### src/rtl/irq_prio_pkg.sv
package irq_prio_pkg;

    localparam int unsigned PRIO_LEVELS_DEFAULT = 8;

    typedef enum logic [1:0] {
        DEC_KEEP  = 2'd0,
        DEC_GRANT = 2'd1,
        DEC_DROP  = 2'd2
    } prio_decision_e;

endpackage

### src/rtl/prio_rotate.sv
module prio_rotate #(
    parameter int unsigned N  = 8,
    parameter int unsigned LW = $clog2(N)
) (
    input  logic [N-1:0]  vec_i,
    input  logic [LW-1:0] shift_i,
    output logic [N-1:0]  vec_o
);
    // Output position i holds the level that lies i steps after shift_i.
    for (genvar i = 0; i < N; i++) begin : g_lane
        logic [LW-1:0] src;
        assign src      = LW'(i) + shift_i;
        assign vec_o[i] = vec_i[src];
    end
endmodule

### src/rtl/prio_first_set.sv
module prio_first_set #(
    parameter int unsigned N  = 8,
    parameter int unsigned LW = $clog2(N)
) (
    input  logic [N-1:0]  vec_i,
    output logic          found_o,
    output logic [LW-1:0] idx_o
);
    always_comb begin
        found_o = 1'b0;
        idx_o   = '0;
        for (int i = N - 1; i >= 0; i--) begin
            if (vec_i[i]) begin
                found_o = 1'b1;
                idx_o   = LW'(i);
            end
        end
    end
endmodule

### src/rtl/irq_priority_resolver.sv
module irq_priority_resolver
    import irq_prio_pkg::*;
#(
    parameter int unsigned N = PRIO_LEVELS_DEFAULT
) (
    input  logic                 clk,
    input  logic                 rst_n,
    input  logic                 eval_strobe_i,
    input  logic [N-1:0]         req_i,
    input  logic [N-1:0]         mask_i,
    input  logic [N-1:0]         insvc_i,
    input  logic [$clog2(N)-1:0] low_ptr_i,
    input  logic                 special_mask_i,
    output logic                 irq_o,
    output logic [$clog2(N)-1:0] level_o
);
    // N must be a power of two so that level arithmetic wraps by truncation.
    localparam int unsigned LW = $clog2(N);

    typedef struct packed {
        logic          irq;
        logic [LW-1:0] level;
    } resolver_state_t;

    resolver_state_t state_d, state_q;

    logic [LW-1:0]  top_lvl;
    logic [N-1:0]   unmasked;
    logic [N-1:0]   isr_rot;
    logic [N-1:0]   req_rot;
    logic [N-1:0]   allowed_rot;
    logic [N-1:0]   cand_rot;
    logic           isr_any;
    logic [LW-1:0]  isr_first;
    logic           cand_any;
    logic [LW-1:0]  cand_idx;
    logic           blocked;
    prio_decision_e decision;

    assign top_lvl  = low_ptr_i + LW'(1);
    assign unmasked = req_i & ~mask_i;

    prio_rotate #(.N(N), .LW(LW)) u_rot_isr (
        .vec_i   (insvc_i),
        .shift_i (top_lvl),
        .vec_o   (isr_rot)
    );

    prio_rotate #(.N(N), .LW(LW)) u_rot_req (
        .vec_i   (unmasked),
        .shift_i (top_lvl),
        .vec_o   (req_rot)
    );

    prio_first_set #(.N(N), .LW(LW)) u_first_isr (
        .vec_i   (isr_rot),
        .found_o (isr_any),
        .idx_o   (isr_first)
    );

    // In normal mode only the positions ahead of the first in-service one
    // may win. In special-mask mode the in-service positions are dropped one by one.
    always_comb begin
        allowed_rot = '1;
        if (special_mask_i) begin
            allowed_rot = ~isr_rot;
        end else if (isr_any) begin
            for (int j = 0; j < N; j++) begin
                allowed_rot[j] = (LW'(j) < isr_first);
            end
        end
    end

    assign blocked  = !special_mask_i && isr_any && (isr_first == '0);
    assign cand_rot = req_rot & allowed_rot;

    prio_first_set #(.N(N), .LW(LW)) u_first_cand (
        .vec_i   (cand_rot),
        .found_o (cand_any),
        .idx_o   (cand_idx)
    );

    always_comb begin
        decision = DEC_KEEP;
        if (eval_strobe_i && !blocked) begin
            if (!state_q.irq && cand_any) begin
                decision = DEC_GRANT;
            end else if (state_q.irq && (unmasked == '0)) begin
                decision = DEC_DROP;
            end
        end
    end

    always_comb begin
        state_d = state_q;
        unique case (decision)
            DEC_GRANT: begin
                state_d.irq   = 1'b1;
                state_d.level = cand_idx + top_lvl;
            end
            DEC_DROP: state_d.irq = 1'b0;
            default:  state_d = state_q;
        endcase
    end

    always_ff @(posedge clk or negedge rst_n) begin
        if (!rst_n) begin
            state_q <= '0;
        end else begin
            state_q <= state_d;
        end
    end

    assign irq_o   = state_q.irq;
    assign level_o = state_q.level;

    // idle cycles leave the outputs untouched
    a_r2_idle_stable: assert property (@(posedge clk) disable iff (!rst_n)
        !eval_strobe_i |=> ($stable(irq_o) && $stable(level_o)));

    // a rise of the output always follows a sampled strobe
    a_r3_rise_needs_strobe: assert property (@(posedge clk) disable iff (!rst_n)
        $rose(irq_o) |-> $past(eval_strobe_i));

    // the granted level was an unmasked request
    a_r5_grant_unmasked: assert property (@(posedge clk) disable iff (!rst_n)
        $rose(irq_o) |-> ((($past(req_i) & ~$past(mask_i)) >> level_o) & N'(1)) != '0);

    // special-mask mode never grants a level that is in service
    a_r7_special_skips_isr: assert property (@(posedge clk) disable iff (!rst_n)
        ($rose(irq_o) && $past(special_mask_i)) |-> (($past(insvc_i) >> level_o) & N'(1)) == '0);

    // a high output holds while unmasked requests remain
    a_r8_hold: assert property (@(posedge clk) disable iff (!rst_n)
        (irq_o && eval_strobe_i && ((req_i & ~mask_i) != '0)) |=> (irq_o && $stable(level_o)));

    // deassertion keeps the latched level
    a_r9_drop_keeps_level: assert property (@(posedge clk) disable iff (!rst_n)
        $fell(irq_o) |-> $stable(level_o));

endmodule

### config.mk
export PLATFORM = sky130hd
export DESIGN_NAME = irq_priority_resolver
export DESIGN_NICKNAME = d
export VERILOG_FILES = /design/src/rtl/irq_prio_pkg.sv /design/src/rtl/prio_rotate.sv /design/src/rtl/prio_first_set.sv /design/src/rtl/irq_priority_resolver.sv
export SDC_FILE = /design/constraint.sdc
export NUM_CORES = 1
export LEC_CHECK = 0
export BUFFER_PORTS_ARGS = -buffer_cell sky130_fd_sc_hd__buf_4
export CORE_MARGIN = 2
export CORE_UTILIZATION = 61
export CTS_CLUSTER_DIAMETER = 40
export DETAILED_ROUTE_END_ITERATION = 16
export PLACE_DENSITY_LB_ADDON = 0.12
export SLEW_MARGIN = 25
export SYNTH_ARGS = -nofsm -noshare
export SYNTH_HDL_FRONTEND = slang
export SYNTH_SLANG_ARGS = --single-unit
### constraint.sdc
create_clock -name clk -period 2.15 [get_ports clk]
set_clock_uncertainty 0.05 [all_clocks]
set_input_delay 0.215 -clock clk [delete_from_list [all_inputs] [get_ports clk]]
set_output_delay 0.215 -clock clk [all_outputs]
set_load 0.01 [all_outputs]
==> results of run 1 <==
metrics by stage:
stage	cells	setup TNS (ns)
after floorplan	189	-5.88
after global placement	309	-6.27
after detailed placement	309	-6.79
Yosys cell counts (4+ instances only):
library cell | instances | area share, %
a21oi_1 | 5 | 1.5
o21ai_0 | 8 | 2.4
dfrtp_1 | 4 | 5.9
nor4_1 | 4 | 1.5
mux4_2 | 17 | 23
nand2_1 | 23 | 5.1
a211oi_1 | 4 | 1.8
mux2_2 | 9 | 6.0
or3_1 | 4 | 1.5
nand3b_1 | 4 | 1.8
inv_1 | 5 | 1.1
ha_1 | 5 | 3.7
nor3_1 | 9 | 2.7
mux2i_1 | 8 | 4.7
nand3_1 | 4 | 1.2
nor2_1 | 11 | 2.4
nor2b_1 | 8 | 2.9
nand2b_1 | 4 | 1.5
cell families after synthesis:
| family | Yosys count |
|---|---|
| AOI/OAI and AO/OA | 40 |
| xor gates and xnor gates | 5 |
| adders and majority gates | 6 |
| buffers and inverters | 17 |
| DFF | 4 |
| muxes | 34 |
| and+or+nand+nor | 83 |
==> results.toml, run 1 <==
[synthesis]
synthMuxAreaShare_pct = 33.2
yosys.area_share.simple_pct = 27.6
syn_nets = 226
synth_fa_ha_area_share_pct = 4.86
yosysWarnings = 0
synth-edff-count = 0
ys.flop_type = "dfrtp_1"
syn_area_um2 = 1700
syn_inst = 189
synth_top_family_by_area = "multiplexers"
ys_seq_elements = 4
ys_seq_area_share_pct = 5.90
synthXorXnorAreaFrac_pct = 4.20
async_reset_ff_share_pct = 100
yosysUniqueCellTypes = 55
syn_area_per_cell_um2 = 8.98
synth_compound_area_share_pct = 18.5

[outcome]
stop_stage = "clock tree synthesis (4_1_cts)"
error_line = "[ERROR DPL-0038] Utilization greater than 100%, impossible to legalize"
status = "stopped before the end"

[floorplan]
die_h_um = 56.8
rows = 19
die-width_um = 56.8
num_io_pins = 35
start_util_pct = 62.7

[place]
dp_slack_ns = -1.80
dp_hpwl_mm = 5.23
io_buffer_count = 34
globalplace.congestion = 1.01
dpl-instance-area_um2 = 2490

[clocking]
post_cts_buffers = 14
cts.sinks = 4
clockBufferDepth = 2
htree_levels = 1
cts_made_buffers = 3
cts-root-buf = "clkbuf_4"
cts_resized = 39
hold_buffers = 1
==> run 2, diff against run 1 <==
--- a/config.mk
+++ b/config.mk
@@ -7,10 +7,9 @@
 export LEC_CHECK = 0
 export BUFFER_PORTS_ARGS = -buffer_cell sky130_fd_sc_hd__buf_4
 export CORE_MARGIN = 2
-export CORE_UTILIZATION = 61
-export CTS_CLUSTER_DIAMETER = 40
+export CORE_UTILIZATION = 40
 export DETAILED_ROUTE_END_ITERATION = 16
-export PLACE_DENSITY_LB_ADDON = 0.12
+export PLACE_DENSITY_LB_ADDON = 0.15
 export SLEW_MARGIN = 25
 export SYNTH_ARGS = -nofsm -noshare
 export SYNTH_HDL_FRONTEND = slang
==> run 2 against run 1 <==
  * The flow now finishes, with violations (negative setup slack)
  * Synthesized cell count is the same
  * Synthesized area is the same
==> results.toml, run 2 <==
[outcome]
status = "finished with violations"
violations = "negative setup slack"

[synthesis]
synth_most_common_cell = "nand2_1"
syn_nets = 226
syn_area_per_cell_um2 = 8.98
yosysUniqueCellTypes = 55
yosysTopAreaCellShare_pct = 22.5
synth_common_cells = "23 x nand2_1, 17 x mux4_2, 11 x nor2_1"
synth-edff-count = 0
synth_area_leader_cell = "mux4_2"
ys_seq_elements = 4
ys_seq_area_share_pct = 5.90
syn_inst = 189
async_reset_ff_share_pct = 100
yosysWarnings = 0
yosys-top-cells-area = "mux4_2 23%, mux2_2 6.0%, dfrtp_1 5.9%"
ys.flop_type = "dfrtp_1"
syn_area_um2 = 1700

[power]
netSwitchingFraction_pct = 39.7
total_power_uw = 1390
power_frac_seq_pct = 10.6
switchingPower_uw = 553
internal_power_uw = 841
combPwrFrac_pct = 77.8
ir_drop_v = 0.000279
power.leakage_uw = 0.00123
clkPwrFrac_pct = 11.6
p_per_area_nw_per_um2 = 496

[timing]
setup_viol = 4
rsz0062_at_grt = "yes"
hold_viol = 0
min_period_ns = 3.57
slew_viol_final = 0
setup_slack_ns = -1.42
fin_crit_sh_pct = 166
max_freq_mhz = 280
slew_headroom_pct = 70.6
finalSetupTns_ns = -5.17
tightest_slew_ns = 0.438

[clocking]
htree_levels = 1
clock_latency_ns = 0.22
clockBufferDepth = 2
cts_made_buffers = 3
cts.sinks = 4
cts-root-buf = "clkbuf_8"
cts_tree = "built"
path_clk_slew_ns = 0.03

[drt]
finalWirelength_mm = 5.79
routed-via-count = 2031
routedWlPerCell_um = 16.5
drt_iter0_drc = 83
vias_per_cell = 5.80
ant_nets = 0
drtPass1Iterations = 4
drc = 0

[flow_run]
maxCapViolations = 0

[floorplan]
rows = 23
num_io_pins = 35
die_area_um2 = 4780
start_util_pct = 42.1
die-width_um = 69.2
fp.coreArea_um2 = 4030
die_h_um = 69.2

[global_routing]
grt_overflow = 0
grt_max_degree = 15
grt_use_total_pct = 25.0
grt_pass1_vias = 2062
grt_pass1_wl_mm = 9.89
antenna_found_initial = 0

[hold_path]
hold_path_class = "input pin to async pin"

[worst_setup_path]
worstSetupPathType = "input pin to flop"
cp_data_arrival_time_ns = 3.61
r2r_slack_ns = 0.44
cp-end-kind = "flop"
timing.critical_path.required_ns = 2.19
cp_max_fo = 8
start_kind = "input pin"
r2r_cells = 8

[finish]
drive_above_1_share_pct = 58.0
final_util_pct = 69.8
nets = 339
final_cell_mix = "111 x buf_4, 21 x nand2_1, 17 x mux4_2"
largest_reg_flops = 3
syn_to_final_growth_pct = 65.7
final_common_cell = "buf_4"
diodes = 0
nFillCells = 338

[place]
dp_hpwl_mm = 4.60
io_buffer_count = 34
globalplace.congestion = 0.894
[run 2: cell counts after synthesis]
No cell type changed its count.
[run 2: path summary, 6_finish.rpt]
check | start | to
max reg2reg | irq_o | level_o[2]
min | rst_n | level_o[1]
max in group asynchronous | rst_n | irq_o
max | low_ptr_i[0] | level_o[2]
min in group clk | level_o[1] | level_o[1]
min reg2reg | level_o[1] | level_o[1]
[run 2: cells by family after synthesis]
family	after synthesis	share of synthesized area (%)
XOR/XNOR	5	4.20
adder cells (fa/ha/maj)	6	4.86
flip-flops	4	5.90
AND/OR/NAND/NOR	83	27.6
multiplexers	34	33.2
AO/OA/AOI/OAI	40	18.5
buffers and inverters	17	5.75
[run 2: worst max-delay path: stages]
cell	delay (ns)
buf_12	0.10
inv_12	0.03
ha_4	0.32
buf_6	0.13
mux4_2	0.34
or3_4	0.41
a31o_4	0.26
nor4_4	0.20
nand3_1	0.14
buf_4	0.15
a32oi_2	0.22
nand3b_1	0.11
a31o_1	0.20
fa_2	0.35
xnor2_2	0.15
nand2_2	0.08
a2bb2oi_2	0.12
nand3b_1	0.09
[run 2: cell type report]
type | count | area (µm²) | area share, %
Timing Repair Buffer | 119 | 931 | 33.1
Multi-Input combinational cell | 168 | 1640 | 58.4
Clock buffer | 3 | 41.3 | 1.47
Inverter | 6 | 35.0 | 1.24
Sequential cell | 4 | 100 | 3.56
Tap cell | 50 | 62.6 | 2.22
[run 2: power groups by stage]
stage	Combinational, µW	Sequential, µW	Clock, µW
finish	1090	147	162
global placement	924	140	0
detailed placement	949	144	0
CTS	1050	143	167
global route	1170	152	171
floorplan	523	157	0
[run 2: per-stage QoR]
| step | instance area [µm²] | hold slack, ns | instances | setup WS [ns] |
|---|---|---|---|---|
| after detailed placement | 2530 | -0.0321 | 332 | -1.80 |
| after global routing | 2810 | 0.333 | 350 | -1.65 |
| after global placement | 2530 | -0.0375 | 332 | -1.72 |
| final | 2810 | 0.307 | 350 | -1.42 |
| after CTS | 2780 | 0.289 | 349 | -1.41 |
| after floorplan | 1770 | -0.131 | 189 | -1.69 |
[run 2: per-layer routing]
metal / vias up / routed length (µm) / track usage (%)
met5: - / 0 / 0
met4: 0 / 0 / 2.40
met1: 1010 / 2640 / 34.6
met2: 51 / 2920 / 44.1
li1: 970 / - / -
met3: 0 / 229 / 2.05
[run 2: timing repair]
action / CTS / global route
buffers inserted: 14 / 2
resized for setup: 23 / 5
pin swaps: 17 / 6
hold buffers: 1 / 0
endpoints found under the hold margin: 4 / 0
setup endpoints to repair: 4 / 4
(Power assumes the default switching activity.)
==> run 3, diff against run 2 <==
==> constraint.sdc (replaced) <==
create_clock -name clk -period 4.5 [get_ports clk]
set_clock_uncertainty 0.05 [all_clocks]
set_input_delay 0.45 -clock clk [delete_from_list [all_inputs] [get_ports clk]]
set_output_delay 0.45 -clock clk [all_outputs]
set_load 0.01 [all_outputs]
==> run 3 against run 2 <==
  * The flow now finishes without violations
  * Worst hold slack gained 0.15 ns
  * Utilization fell by 18 points
  * Wire length down 18%
  * Cell count shrank 21%
  * Highest routed layer is now met4
  * Global-route usage is 4.7 points lower
  * Clock power fell by 53%
  * Total power down 63%
  * Sequential cell count unchanged
  * Register-to-register slack gained 2.3 ns
  * Critical path depth increased by 1
  * Die area unchanged
  * Sequential power down 54%
==> results.toml, run 3 (synthesis gave the netlist of run 2 again) <==
[outcome]
status = "finished clean"

[finish]
syn_to_final_growth_pct = 23.1
nets = 267
final_cell_mix = "46 x buf_4, 23 x nand2_1, 17 x mux4_2"
diodes = 0
largest_reg_flops = 3
nFillCells = 390
final_common_cell = "buf_4"
drive_above_1_share_pct = 39.0

[power]
p_per_area_nw_per_um2 = 244
ir_drop_v = 0.000109
power.leakage_uw = 0.000838

[drt]
routed-via-count = 1719
drt_iter0_drc = 138
routedWlPerCell_um = 17.2
vias_per_cell = 6.18
drc = 0
ant_nets = 0
drtPass1Iterations = 4
finalWirelength_mm = 4.77

[worst_setup_path]
cp_max_fo = 9
crit_slowest_cell = "mux4_2"
crit_chain = "buf_4 > inv_2 > ha_2 > buf_4 > mux4_2 > or3_1 > a31o_2 > nor4_4 > nand3_1 > a21boi_0 > o21ai_0 > a31oi_1 > ha_1 > inv_1 > fa_1 > xnor2_1 > nand2_1 > nor3_2 > nand3b_1"
start_kind = "input pin"
critical_path_buf_inv_count = 4
timing.critical_path.required_ns = 4.60
cp-end-kind = "flop"
worstSetupPathType = "input pin to flop"
cp_data_arrival_time_ns = 4.29
max_stage_delay_ns = 0.39
crit_top_cell = "buf_4"
critPathTopFamily = "simple AND/OR/NAND/NOR gates"

[clocking]
cts_made_buffers = 3
cts_tree = "built"
cts-root-buf = "clkbuf_8"
clockBufferDepth = 2
clock_latency_ns = 0.22
htree_levels = 1
cts.sinks = 4
path_clk_slew_ns = 0.03

[floorplan]
die_area_um2 = 4780
fp.coreArea_um2 = 4030
die-width_um = 69.2
die_h_um = 69.2
rows = 23
start_util_pct = 42.1
num_io_pins = 35

[timing]
rsz0062_at_grt = "no"
finalSetupTns_ns = 0
slew_viol_final = 0
max_freq_mhz = 239
hold_viol = 0
min_period_ns = 4.19
whs_ns = 0.462
slew_headroom_pct = 67.2
setup_viol = 0
tightest_slew_ns = 0.492
fin_crit_sh_pct = 93.1

[global_routing]
grt_max_degree = 17
grt_pass1_wl_mm = 8.04
grt_overflow = 0
grt_pass1_vias = 1688
grt_use_total_pct = 20.3
antenna_found_initial = 0

[place]
dp_hpwl_mm = 3.86
globalplace.congestion = 0.827
io_buffer_count = 34

[flow_run]
maxCapViolations = 0

[hold_path]
hold_path_class = "flop to flop"
==> run 3: cell count changes in the layout (fill, tap and decap cells not counted), sizes merged <==
| cell | previous run | this run |
|---|---|---|
| buf | 118 | 46 |
==> run 3: final timing paths <==
check,startpoint,endpoint,slack (ns),cells after the start
hold reg to reg,level_o[1],level_o[1],0.46,2
max in group asynchronous,rst_n,level_o[0],3.77,2
min in group asynchronous,rst_n,level_o[2],0.53,2
setup reg to reg,irq_o,level_o[2],2.78,8
hold / removal,level_o[1],level_o[1],0.46,2
setup / recovery,low_ptr_i[0],level_o[2],0.31,19
==> run 3: metal layers <==
layer  vias to the layer above  wire, µm  GRT usage (%)
met2                        73      2350           34.9
met1                       813      2080           27.7
met3                         4       315           2.34
li1                        829         -              -
met4                         0        23           3.70
met5                         -         0              0
==> run 3: repair_timing <==
item | 4_1_cts | 5_1_grt
buffers inserted | 0 | 2
gates resized for setup | 0 | 2
hold buffers | 1 | 0
endpoints found under the hold margin | 4 | 0
setup endpoints to repair | 0 | 1
==> run 3: worst register-to-register path, delay by kind of cell (launching register included) <==
kind            cells  cell delay, ns
flops               1            0.40
buf+inv             2            0.22
fa+ha+maj           1            0.24
simple gates        4            0.59
compound gates      1            0.09
==> run 3: layout make-up <==
cell class | instances | area [µm²] | area share (%)
Inverter | 6 | 22.5 | 1.08
Clock buffer | 3 | 41.3 | 1.98
Multi-Input combinational cell | 168 | 1510 | 72.2
Sequential cell | 4 | 100 | 4.79
Tap cell | 50 | 62.6 | 2.99
Timing Repair Buffer | 47 | 355 | 17.0
==> run 3: power by group <==
group,switching (µW),internal (µW)
clock network,18.7,57.0
registers,13.1,54.4
logic,185,182
total,216,294
==> run 3: stage by stage <==
| step | power, µW | cells | worst slack (ns) | cell area, µm² | utilization [%] |
|---|---|---|---|---|---|
| 6_report | 510 | 278 | 0.312 | 2090 | 51.9 |
| 5_1_grt | 551 | 278 | 0.0192 | 2090 | 51.9 |
| 4_1_cts | 505 | 276 | 0.243 | 2070 | 51.3 |
| 3_5_place_dp | 427 | 272 | 0.0212 | 2020 | 50.0 |
| 3_3_place_gp | 413 | 272 | 0.341 | 2020 | 50.0 |
| 2_1_floorplan | 311 | 189 | 0.150 | 1700 | - |
==> run 4, diff against run 3 <==
--- a/config.mk
+++ b/config.mk
@@ -8,8 +8,9 @@
 export BUFFER_PORTS_ARGS = -buffer_cell sky130_fd_sc_hd__buf_4
 export CORE_MARGIN = 2
 export CORE_UTILIZATION = 40
+export CTS_CLUSTER_SIZE = 12
 export DETAILED_ROUTE_END_ITERATION = 16
-export PLACE_DENSITY_LB_ADDON = 0.15
+export PLACE_DENSITY_LB_ADDON = 0.3
 export SLEW_MARGIN = 25
 export SYNTH_ARGS = -nofsm -noshare
 export SYNTH_HDL_FRONTEND = slang
==> constraint.sdc (replaced) <==
create_clock -name clk -period 4.5 [get_ports clk]
set_clock_uncertainty 0.05 [all_clocks]
set_input_delay 0.675 -clock clk [delete_from_list [all_inputs] [get_ports clk]]
set_output_delay 0.675 -clock clk [all_outputs]
set_load 0.01 [all_outputs]
==> run 4 against run 3 <==
  * Utilization up 0.75 points
  * Worst hold slack lost 0.27 ns
  * Cell count unchanged
  * Global-route usage shrank 1.3 points
  * Cell area increased by 1.4%
  * Wire length decreased by 7.2%
  * Register-to-register slack improved by 0.07 ns
  * Clock-buffer cell count unchanged
  * Setup slack worse by 0.14 ns
  * Clock power barely moved
  * First-iteration DRC count is 24% lower
  * Critical path depth is the same
  * Critical path type unchanged
==> results.toml, run 4 (synthesis gave the netlist of run 2 again) <==
[timing]
whs_ns = 0.196
fin_crit_sh_pct = 96.2
min_period_ns = 4.33
hold_viol = 0
slew_viol_final = 0
setup_viol = 0
tightest_slew_ns = 0.520
slew_headroom_pct = 65.3
finalSetupTns_ns = 0
max_freq_mhz = 231

[worst_setup_path]
r2r_cells = 7
timing.critical_path.required_ns = 4.54
crit_top_cell = "buf_4"
r2r_slack_ns = 2.85
critPathTopFamily = "compound AO/OA/AOI/OAI gates"
r2r_start = "irq_o"
cp_data_arrival_time_ns = 4.37
max_stage_delay_ns = 0.54
start_kind = "input pin"
cp-end-kind = "flop"
worstSetupPathType = "input pin to flop"
critical_path_buf_inv_count = 5
crit_slowest_cell = "or4_1"
r2r-end = "level_o[2]"
crit_chain = "buf_4 > inv_8 > ha_4 > buf_4 > or4_1 > a31o_2 > a31o_2 > nor4_4 > buf_4 > o211a_1 > o21ai_0 > a31oi_1 > ha_1 > inv_1 > fa_1 > xnor2_2 > nand2_1 > a2bb2oi_1 > nand3b_1"
cp_max_fo = 12

[finish]
diodes = 0
final_common_cell = "buf_4"
nets = 267
largest_reg_flops = 3
final_util_pct = 52.6
drive_above_1_share_pct = 40.4
final_cell_mix = "47 x buf_4, 23 x nand2_1, 17 x mux4_2"
syn_to_final_growth_pct = 24.8
final_cells = 278

[place]
dp.cells = 273
dp_hpwl_mm = 3.42
io_buffer_count = 34
globalplace.congestion = 0.922

[global_routing]
grt_pass1_vias = 1606
grt_use_total_pct = 19.1
antenna_found_initial = 0
grt_max_degree = 23
grt_overflow = 0
grt_pass1_wl_mm = 7.55

[clocking]
cts.sinks = 4
clock_latency_ns = 0.22
clockBufferDepth = 2
cts_made_buffers = 3
path_clk_slew_ns = 0.03
htree_levels = 1
cts-root-buf = "clkbuf_8"
cts_tree = "built"

[drt]
ant_nets = 0
routed-via-count = 1729
routedWlPerCell_um = 15.9
drtPass1Iterations = 5
drt_iter0_drc = 105
vias_per_cell = 6.22
finalWirelength_mm = 4.43
drc = 0

[floorplan]
die_area_um2 = 4780
die-width_um = 69.2
num_io_pins = 35
fp.coreArea_um2 = 4030
start_util_pct = 42.1
die_h_um = 69.2
rows = 23

[power]
power.leakage_uw = 0.000847
p_per_area_nw_per_um2 = 240
ir_drop_v = 0.0000706

[hold_path]
hold_path_class = "input pin to async pin"

[outcome]
status = "finished clean"

[flow_run]
maxCapViolations = 0
## run 4: through the flow
step           power, µW  area (µm²)  worst slack (ns)
5_1_grt              553        2120           -0.0641
2_1_floorplan        313        1720            0.0167
3_5_place_dp         425        2040            0.0111
6_report             509        2120             0.171
3_3_place_gp         421        2040            0.0543
4_1_cts              503        2080             0.213
## run 4: routing by layer
metal	track usage [%]	part of all wire (%)
met1	26.1	42
met2	30.2	49
met3	2.19	7.0
met4	8.28	1.9
met5	0	0
## run 4: worst max-delay path by stage
| stage | depth (start not counted) | startpoint | endpoint |
|---|---|---|---|
| final | 19 | low_ptr_i[0] | level_o[2] |
| after global routing | 19 | low_ptr_i[0] | level_o[2] |
| after CTS | 19 | low_ptr_i[0] | level_o[2] |
| after detailed placement | 19 | low_ptr_i[0] | level_o[2] |
| after global placement | 18 | low_ptr_i[0] | level_o[2] |
| after floorplan | 18 | low_ptr_i[0] | level_o[2] |
## run 4: layout make-up
cell class | count | area, µm²
sequential | 4 | 100
clock buffer | 3 | 41.3
tap | 50 | 62.6
multi-input combinational | 168 | 1530
fill | 394 | 1910
timing repair buffer | 47 | 353
inverter | 6 | 30.0
## run 4: repair_timing
action	in CTS	in global routing
buffers inserted	0	2
hold buffers	0	0
endpoints found under the setup margin	0	1
gates resized for setup	0	4
## run 4: where the power goes
group | internal [µW] | total (µW) | leakage, µW | switching, µW
clock network | 57.0 | 75.6 | 0.0000216 | 18.5
logic | 186 | 366 | 0.000777 | 180
registers | 54.4 | 67.5 | 0.0000482 | 13.2
total | 297 | 509 | 0.000847 | 212
